[config.mk]
export PLATFORM = sky130hd
export DESIGN_NAME = sysctl_regfile
export DESIGN_NICKNAME = d
export VERILOG_FILES = /design/src/rtl/sysctl_pkg.sv /design/src/rtl/sysctl_decode.sv /design/src/rtl/sysctl_ctrl.sv /design/src/rtl/sysctl_rdmux.sv /design/src/rtl/sysctl_regfile.sv
export SDC_FILE = /design/constraint.sdc
export NUM_CORES = 1
export LEC_CHECK = 0
export BUFFER_PORTS_ARGS = -buffer_cell sky130_fd_sc_hd__buf_2
export CAP_MARGIN = 40
export CORE_ASPECT_RATIO = 0.8
export CORE_MARGIN = 2
export CORE_UTILIZATION = 40
export CTS_CLUSTER_SIZE = 10
export DETAILED_ROUTE_END_ITERATION = 10
export PLACE_DENSITY = 0.79
export SYNTH_ARGS = -nofsm -noshare
export SYNTH_HDL_FRONTEND = slang
export SYNTH_HIERARCHICAL = 1
export SYNTH_SLANG_ARGS = --single-unit
[constraint.sdc]
create_clock -name clk -period 2.77 [get_ports clk]
set_input_delay 0.1385 -clock clk [delete_from_list [all_inputs] [get_ports clk]]
set_output_delay 0.1385 -clock clk [all_outputs]
set_load 0.03 [all_outputs]
[src/rtl/sysctl_pkg.sv]
package sysctl_pkg;

    localparam int ADDR_W  = 16;
    localparam int DATA_W  = 8;
    localparam int CACHE_W = 4;

    // Port map
    localparam logic [ADDR_W-1:0] A_PORT92 = 16'h0092;
    localparam logic [ADDR_W-1:0] A_CPUID  = 16'h0800;
    localparam logic [ADDR_W-1:0] A_FEAT   = 16'h0802;
    localparam logic [ADDR_W-1:0] A_BSTAT  = 16'h0803;
    localparam logic [ADDR_W-1:0] A_LAMP   = 16'h0808;
    localparam logic [ADDR_W-1:0] A_EQUIP  = 16'h080C;
    localparam logic [ADDR_W-1:0] A_LOCKA  = 16'h0810;
    localparam logic [ADDR_W-1:0] A_LOCKB  = 16'h0812;
    localparam logic [ADDR_W-1:0] A_L2INV  = 16'h0814;
    localparam logic [ADDR_W-1:0] A_KEY    = 16'h0818;
    localparam logic [ADDR_W-1:0] A_CACHE  = 16'h081C;
    localparam logic [ADDR_W-1:0] A_L2STAT = 16'h0823;
    localparam logic [ADDR_W-1:0] A_MAP    = 16'h0850;

    // Fixed read values
    localparam logic [DATA_W-1:0] V_CPUID  = 8'hEF;
    localparam logic [DATA_W-1:0] V_FEAT   = 8'hAD;
    localparam logic [DATA_W-1:0] V_BSTAT  = 8'hE0;
    localparam logic [DATA_W-1:0] V_EQUIP  = 8'h3C;
    localparam logic [DATA_W-1:0] V_EXTFT  = 8'h39;
    localparam logic [DATA_W-1:0] V_KEY    = 8'h00;
    localparam logic [DATA_W-1:0] V_L2STAT = 8'h03;
    localparam logic [DATA_W-1:0] V_ZERO   = '0;
    localparam logic [DATA_W-1:0] V_FLOAT  = '1;

    typedef enum logic [3:0] {
        SEL_NONE,
        SEL_PORT92,
        SEL_CPUID,
        SEL_FEAT,
        SEL_BSTAT,
        SEL_LAMP,
        SEL_EQUIP,
        SEL_LOCKA,
        SEL_LOCKB,
        SEL_L2INV,
        SEL_KEY,
        SEL_CACHE,
        SEL_L2STAT,
        SEL_MAP
    } port_sel_e;

    typedef struct packed {
        logic               soft_rst;
        logic               le_mode;
        logic               lamp;
        logic [CACHE_W-1:0] cache;
        logic               sparse;
    } ctl_state_t;

endpackage

[src/rtl/sysctl_decode.sv]
module sysctl_decode
    import sysctl_pkg::*;
(
    input  logic [ADDR_W-1:0] addr,
    output port_sel_e         sel
);

    always_comb begin
        unique case (addr)
            A_PORT92: sel = SEL_PORT92;
            A_CPUID:  sel = SEL_CPUID;
            A_FEAT:   sel = SEL_FEAT;
            A_BSTAT:  sel = SEL_BSTAT;
            A_LAMP:   sel = SEL_LAMP;
            A_EQUIP:  sel = SEL_EQUIP;
            A_LOCKA:  sel = SEL_LOCKA;
            A_LOCKB:  sel = SEL_LOCKB;
            A_L2INV:  sel = SEL_L2INV;
            A_KEY:    sel = SEL_KEY;
            A_CACHE:  sel = SEL_CACHE;
            A_L2STAT: sel = SEL_L2STAT;
            A_MAP:    sel = SEL_MAP;
            default:  sel = SEL_NONE;
        endcase
    end

endmodule

[src/rtl/sysctl_ctrl.sv]
module sysctl_ctrl
    import sysctl_pkg::*;
(
    input  logic              clk,
    input  logic              rst_n,
    input  logic              wr,
    input  port_sel_e         sel,
    input  logic [DATA_W-1:0] wdata,
    output ctl_state_t        state,
    output logic              lock_a,
    output logic              lock_b,
    output logic              bad_wr
);

    typedef struct packed {
        ctl_state_t st;
        logic       lock_a;
        logic       lock_b;
        logic       bad;
    } ctrl_reg_t;

    ctrl_reg_t r_d, r_q;

    logic unused_wdata_hi;
    assign unused_wdata_hi = ^wdata[DATA_W-1:CACHE_W];

    always_comb begin
        r_d        = r_q;
        r_d.lock_a = 1'b0;
        r_d.lock_b = 1'b0;
        r_d.bad    = 1'b0;
        if (wr) begin
            unique case (sel)
                SEL_PORT92: begin
                    r_d.st.soft_rst = wdata[0];
                    r_d.st.le_mode  = wdata[1];
                end
                SEL_LAMP:  r_d.st.lamp   = wdata[0];
                SEL_LOCKA: r_d.lock_a    = 1'b1;
                SEL_LOCKB: r_d.lock_b    = 1'b1;
                SEL_CACHE: r_d.st.cache  = wdata[CACHE_W-1:0];
                SEL_MAP:   r_d.st.sparse = wdata[0];
                SEL_CPUID, SEL_FEAT, SEL_BSTAT, SEL_L2INV: begin
                    // accepted, no side effect
                end
                default:   r_d.bad = 1'b1;
            endcase
        end
    end

    always_ff @(posedge clk) begin
        if (!rst_n) r_q <= '0;
        else        r_q <= r_d;
    end

    assign state  = r_q.st;
    assign lock_a = r_q.lock_a;
    assign lock_b = r_q.lock_b;
    assign bad_wr = r_q.bad;

endmodule

[src/rtl/sysctl_rdmux.sv]
module sysctl_rdmux
    import sysctl_pkg::*;
(
    input  logic              clk,
    input  logic              rst_n,
    input  logic              rd,
    input  port_sel_e         sel,
    input  ctl_state_t        state,
    output logic [DATA_W-1:0] rdata
);

    logic [DATA_W-1:0] rdata_d, rdata_q;
    logic [DATA_W-1:0] lookup;

    always_comb begin
        unique case (sel)
            SEL_PORT92: lookup = V_ZERO;
            SEL_CPUID:  lookup = V_CPUID;
            SEL_FEAT:   lookup = V_FEAT;
            SEL_BSTAT:  lookup = V_BSTAT;
            SEL_EQUIP:  lookup = V_EQUIP;
            SEL_LOCKA:  lookup = V_EXTFT;
            SEL_KEY:    lookup = V_KEY;
            SEL_L2STAT: lookup = V_L2STAT;
            SEL_CACHE:  lookup = {{(DATA_W-CACHE_W){1'b0}}, state.cache};
            SEL_MAP:    lookup = {{(DATA_W-1){1'b0}}, state.sparse};
            default:    lookup = V_FLOAT;
        endcase
        rdata_d = rd ? lookup : rdata_q;
    end

    always_ff @(posedge clk) begin
        if (!rst_n) rdata_q <= '0;
        else        rdata_q <= rdata_d;
    end

    assign rdata = rdata_q;

endmodule

[src/rtl/sysctl_regfile.sv]
module sysctl_regfile
    import sysctl_pkg::*;
(
    input  logic               clk,
    input  logic               rst_n,
    input  logic [ADDR_W-1:0]  io_addr,
    input  logic               io_rd,
    input  logic               io_wr,
    input  logic [DATA_W-1:0]  io_wdata,
    output logic [DATA_W-1:0]  io_rdata,
    output logic               soft_rst,
    output logic               le_mode,
    output logic               lamp_on,
    output logic               nvlock_a,
    output logic               nvlock_b,
    output logic [CACHE_W-1:0] cache_ctl,
    output logic               iomap_sparse,
    output logic               bad_access
);

    port_sel_e  sel;
    ctl_state_t st;

    sysctl_decode u_decode (
        .addr (io_addr),
        .sel  (sel)
    );

    sysctl_ctrl u_ctrl (
        .clk    (clk),
        .rst_n  (rst_n),
        .wr     (io_wr),
        .sel    (sel),
        .wdata  (io_wdata),
        .state  (st),
        .lock_a (nvlock_a),
        .lock_b (nvlock_b),
        .bad_wr (bad_access)
    );

    sysctl_rdmux u_rdmux (
        .clk   (clk),
        .rst_n (rst_n),
        .rd    (io_rd),
        .sel   (sel),
        .state (st),
        .rdata (io_rdata)
    );

    assign soft_rst     = st.soft_rst;
    assign le_mode      = st.le_mode;
    assign lamp_on      = st.lamp;
    assign cache_ctl    = st.cache;
    assign iomap_sparse = st.sparse;

endmodule

==> flow_metrics.py <==
metrics = {
    "outcome": {
        "status": "finished, final reports clean",
    },
    "synthesis": {
        "synthesis.nets": 180,
        "yosys_register_bits": 19,
        "netlist.area_leader.share_pct": 30.6,
        "yosys_most_used_dff": "dfxtp_1",
        "synthTopCellsByCount": "nand2_1 (27), dfxtp_1 (19), mux2i_1 (9), nor2_1 (9), a21oi_1 (7)",
        "syn_area_sq_mm": 0.00124,
        "syn_inst": 152,
        "yosysTopAreaCell": "dfxtp_1",
        "synth_edf_count": 0,
        "yosysMostFrequentCell": "nand2_1",
        "ys_types": 47,
        "yosys-top-cells-area": "dfxtp_1 (31%), nand2_1 (8.2%), mux2i_1 (7.3%)",
        "synth-async-reset-ratio_pct": 0,
        "ys_warn_count": 6,
        "seq_area_frac_synth_pct": 30.6,
        "syn_area_per_cell_sq_um": 8.17,
    },
    "detailed_routing": {
        "ant_nets": 0,
        "via_count": 1207,
        "drt_iter0_drc": 54,
        "vias_per_cell": 5.20,
        "wl_per_cell_um": 11.7,
        "routed_wl_um": 2700,
        "drc": 0,
        "drt_first_pass_iters": 4,
    },
    "hold_path": {
        "hold_path.class": "in -> reg",
        "hp-start": "io_wdata[2]",
        "whs_endpoint": "u_ctrl/state[3]$_SDFFE_PN0P_",
        "whs_path_depth": 3,
    },
    "critical_path": {
        "worstSetupPathType": "in -> reg",
        "regToRegStartpoint": "u_ctrl/state[1]$_SDFFE_PN0P_",
        "end_kind": "flop",
        "worstPathArrival_ns": 2.17,
        "r2r_end": "u_rdmux/rdata[0]$_SDFFE_PN0P_",
        "ff2ff_path_depth": 4,
        "r2r_slack_ns": 1.84,
        "cp.required_ns": 2.92,
        "cp_max_fo": 13,
        "cp-start-kind": "primary input",
    },
    "global_route": {
        "grt_pass1_vias": 1008,
        "overflow": 0,
        "grt_max_degree": 22,
        "antenna_found_initial": 0,
        "grt_first_pass_wirelength_um": 4640,
        "grt_usage_pct": 16.7,
    },
    "die": {
        "initial_utilization_pct": 41.2,
        "core_area_sq_mm": 0.00302,
        "ios": 47,
        "rows": 18,
        "die_w_um": 66.3,
        "die_area_sq_mm": 0.00357,
        "die_h_um": 53.9,
    },
    "sta": {
        "post-route-min-period_ns": 2.02,
        "maxSlewViolCount": 0,
        "hold_violations": 0,
        "fin_skew_ns": 0.00305,
        "rsz0062_at_grt": "no",
        "finalSetupViolCount": 0,
        "max_freq_mhz": 494,
        "tns_ns": 0,
        "whs_ns": 0.118,
        "max_slew_margin_pct": 61.1,
        "layout_worst_path_cycle_share_pct": 73.0,
        "worst_slew_pin_slew_ns": 0.583,
    },
    "placed_design": {
        "place_inst": 228,
        "routabilityCongestion": 0.836,
        "hpwl_um": 1990,
        "numPortBuffers": 42,
    },
    "cts": {
        "postCtsHoldBufs": 0,
        "clk_pin_slew_ns": 0.07,
        "post_cts_resized": 0,
        "post_cts_buffers": 0,
        "cts_made_buffers": 3,
        "cts.sinks": 19,
        "clockBufferDepth": 2,
        "cts_max_level": 1,
        "root_buffer": "clkbuf_8",
        "clk_latency_ns": 0.25,
        "cts_tree": "built",
    },
    "power": {
        "irDropWorstVdd_mv": 0.224,
        "power.leakage_uw": 0.000676,
        "p_total_uw": 567,
        "power_density_mw_per_mm2": 369,
    },
    "finish": {
        "ff_latch_area_sq_um": 380,
        "post-route-util_pct": 51.0,
        "antennaDiodeCount": 0,
        "layout-drive-gt1-share_pct": 32.3,
        "layout.cells.non_filler": 232,
        "fillCellCount": 321,
        "syn_to_final_growth_pct": 23.8,
        "multi_input_area_sq_um": 817,
        "finalNetCount": 221,
    },
    "flow_run": {
        "drv_cap": 0,
    },
}
==> kinds of logic after synthesis <==
family	share of synthesized area (%)
simple gates	33.0
compound gates	21.3
flops	30.6
buf+inv	5.44
mux	8.16
xor+xnor	1.41
==> worst max-delay path by stage <==
stage	startpoint	end	slack, ns	cells after the start
global route	io_addr[13]	u_rdmux/rdata[0]$_SDFFE_PN0P_	0.56	8
CTS	io_addr[13]	u_ctrl/state[1]$_SDFFE_PN0P_	0.77	7
finish	io_addr[13]	u_rdmux/rdata[5]$_SDFFE_PN0P_	0.75	9
detailed placement	io_addr[13]	u_ctrl/state[1]$_SDFFE_PN0P_	0.51	7
floorplan	io_addr[13]	u_rdmux/rdata[2]$_SDFFE_PN0P_	0.58	7
global placement	io_addr[13]	u_ctrl/state[4]$_SDFFE_PN0P_	0.57	7
==> flip-flops by register name (all words and copies together) (netlist names) <==
signal / count
u_rdmux/rdata: 8
u_ctrl/state: 8
u_ctrl/lock_b: 1
u_ctrl/bad_wr: 1
u_ctrl/lock_a: 1
==> through the flow <==
stage	cell area (sq um)	setup slack (ns)
after global placement	1490	0.574
after CTS	1540	0.767
after detailed placement	1490	0.512
final	1540	0.747
after global routing	1540	0.561
after floorplan	1240	0.579
==> final cells by class <==
cell class              count  area share (%)
repair buffers             45            15.1
clock buffers               3            2.69
clock inverters             1           0.325
well taps                  40            3.25
multi-input cells         121            53.1
flip-flops and latches     19            24.7
inverters                   3           0.732
==> routing by layer <==
layer	track usage [%]	share of wire, %
met3	3.77	4.7
met1	24.1	54
met2	25.8	41
met4	3.06	0.22
met5	0	0
==> cell usage in the layout (no fill, tap or decap), types with 2 or more instances in the layout <==
cell type  instances
a21o_1             2
a21oi_1            7
a31oi_1            5
a32oi_1            2
buf_2             42
buf_4              3
clkbuf_8           3
dfxtp_1           19
mux2i_1            9
nand2_1           27
nand2b_1           3
nand3_1            4
nand3b_1           2
nand4_1            2
nor2_1             9
nor2b_1            6
nor3b_1            2
nor4b_1            3
o211ai_1           3
o21ai_0            4
o21ai_1            4
o31ai_1            2
o32ai_2            3
or3_1              2
xor2_1             2
==> critical path: stages <==
cell and delay (ns):
buf_2 0.11, nor4_4 0.33, nand4_2 0.23, o32ai_2 0.60
buf_4 0.29, and3b_2 0.23, nor2_1 0.05, a22oi_2 0.14
nor2_1 0.05
==> power breakdown <==
part / switching [uW] / internal (uW)
combinational: 58.7 / 33.9
clock: 89.4 / 99.9
sequential: 3.44 / 282
total: 152 / 416
Note: power is estimated with default switching activity, not from simulation.
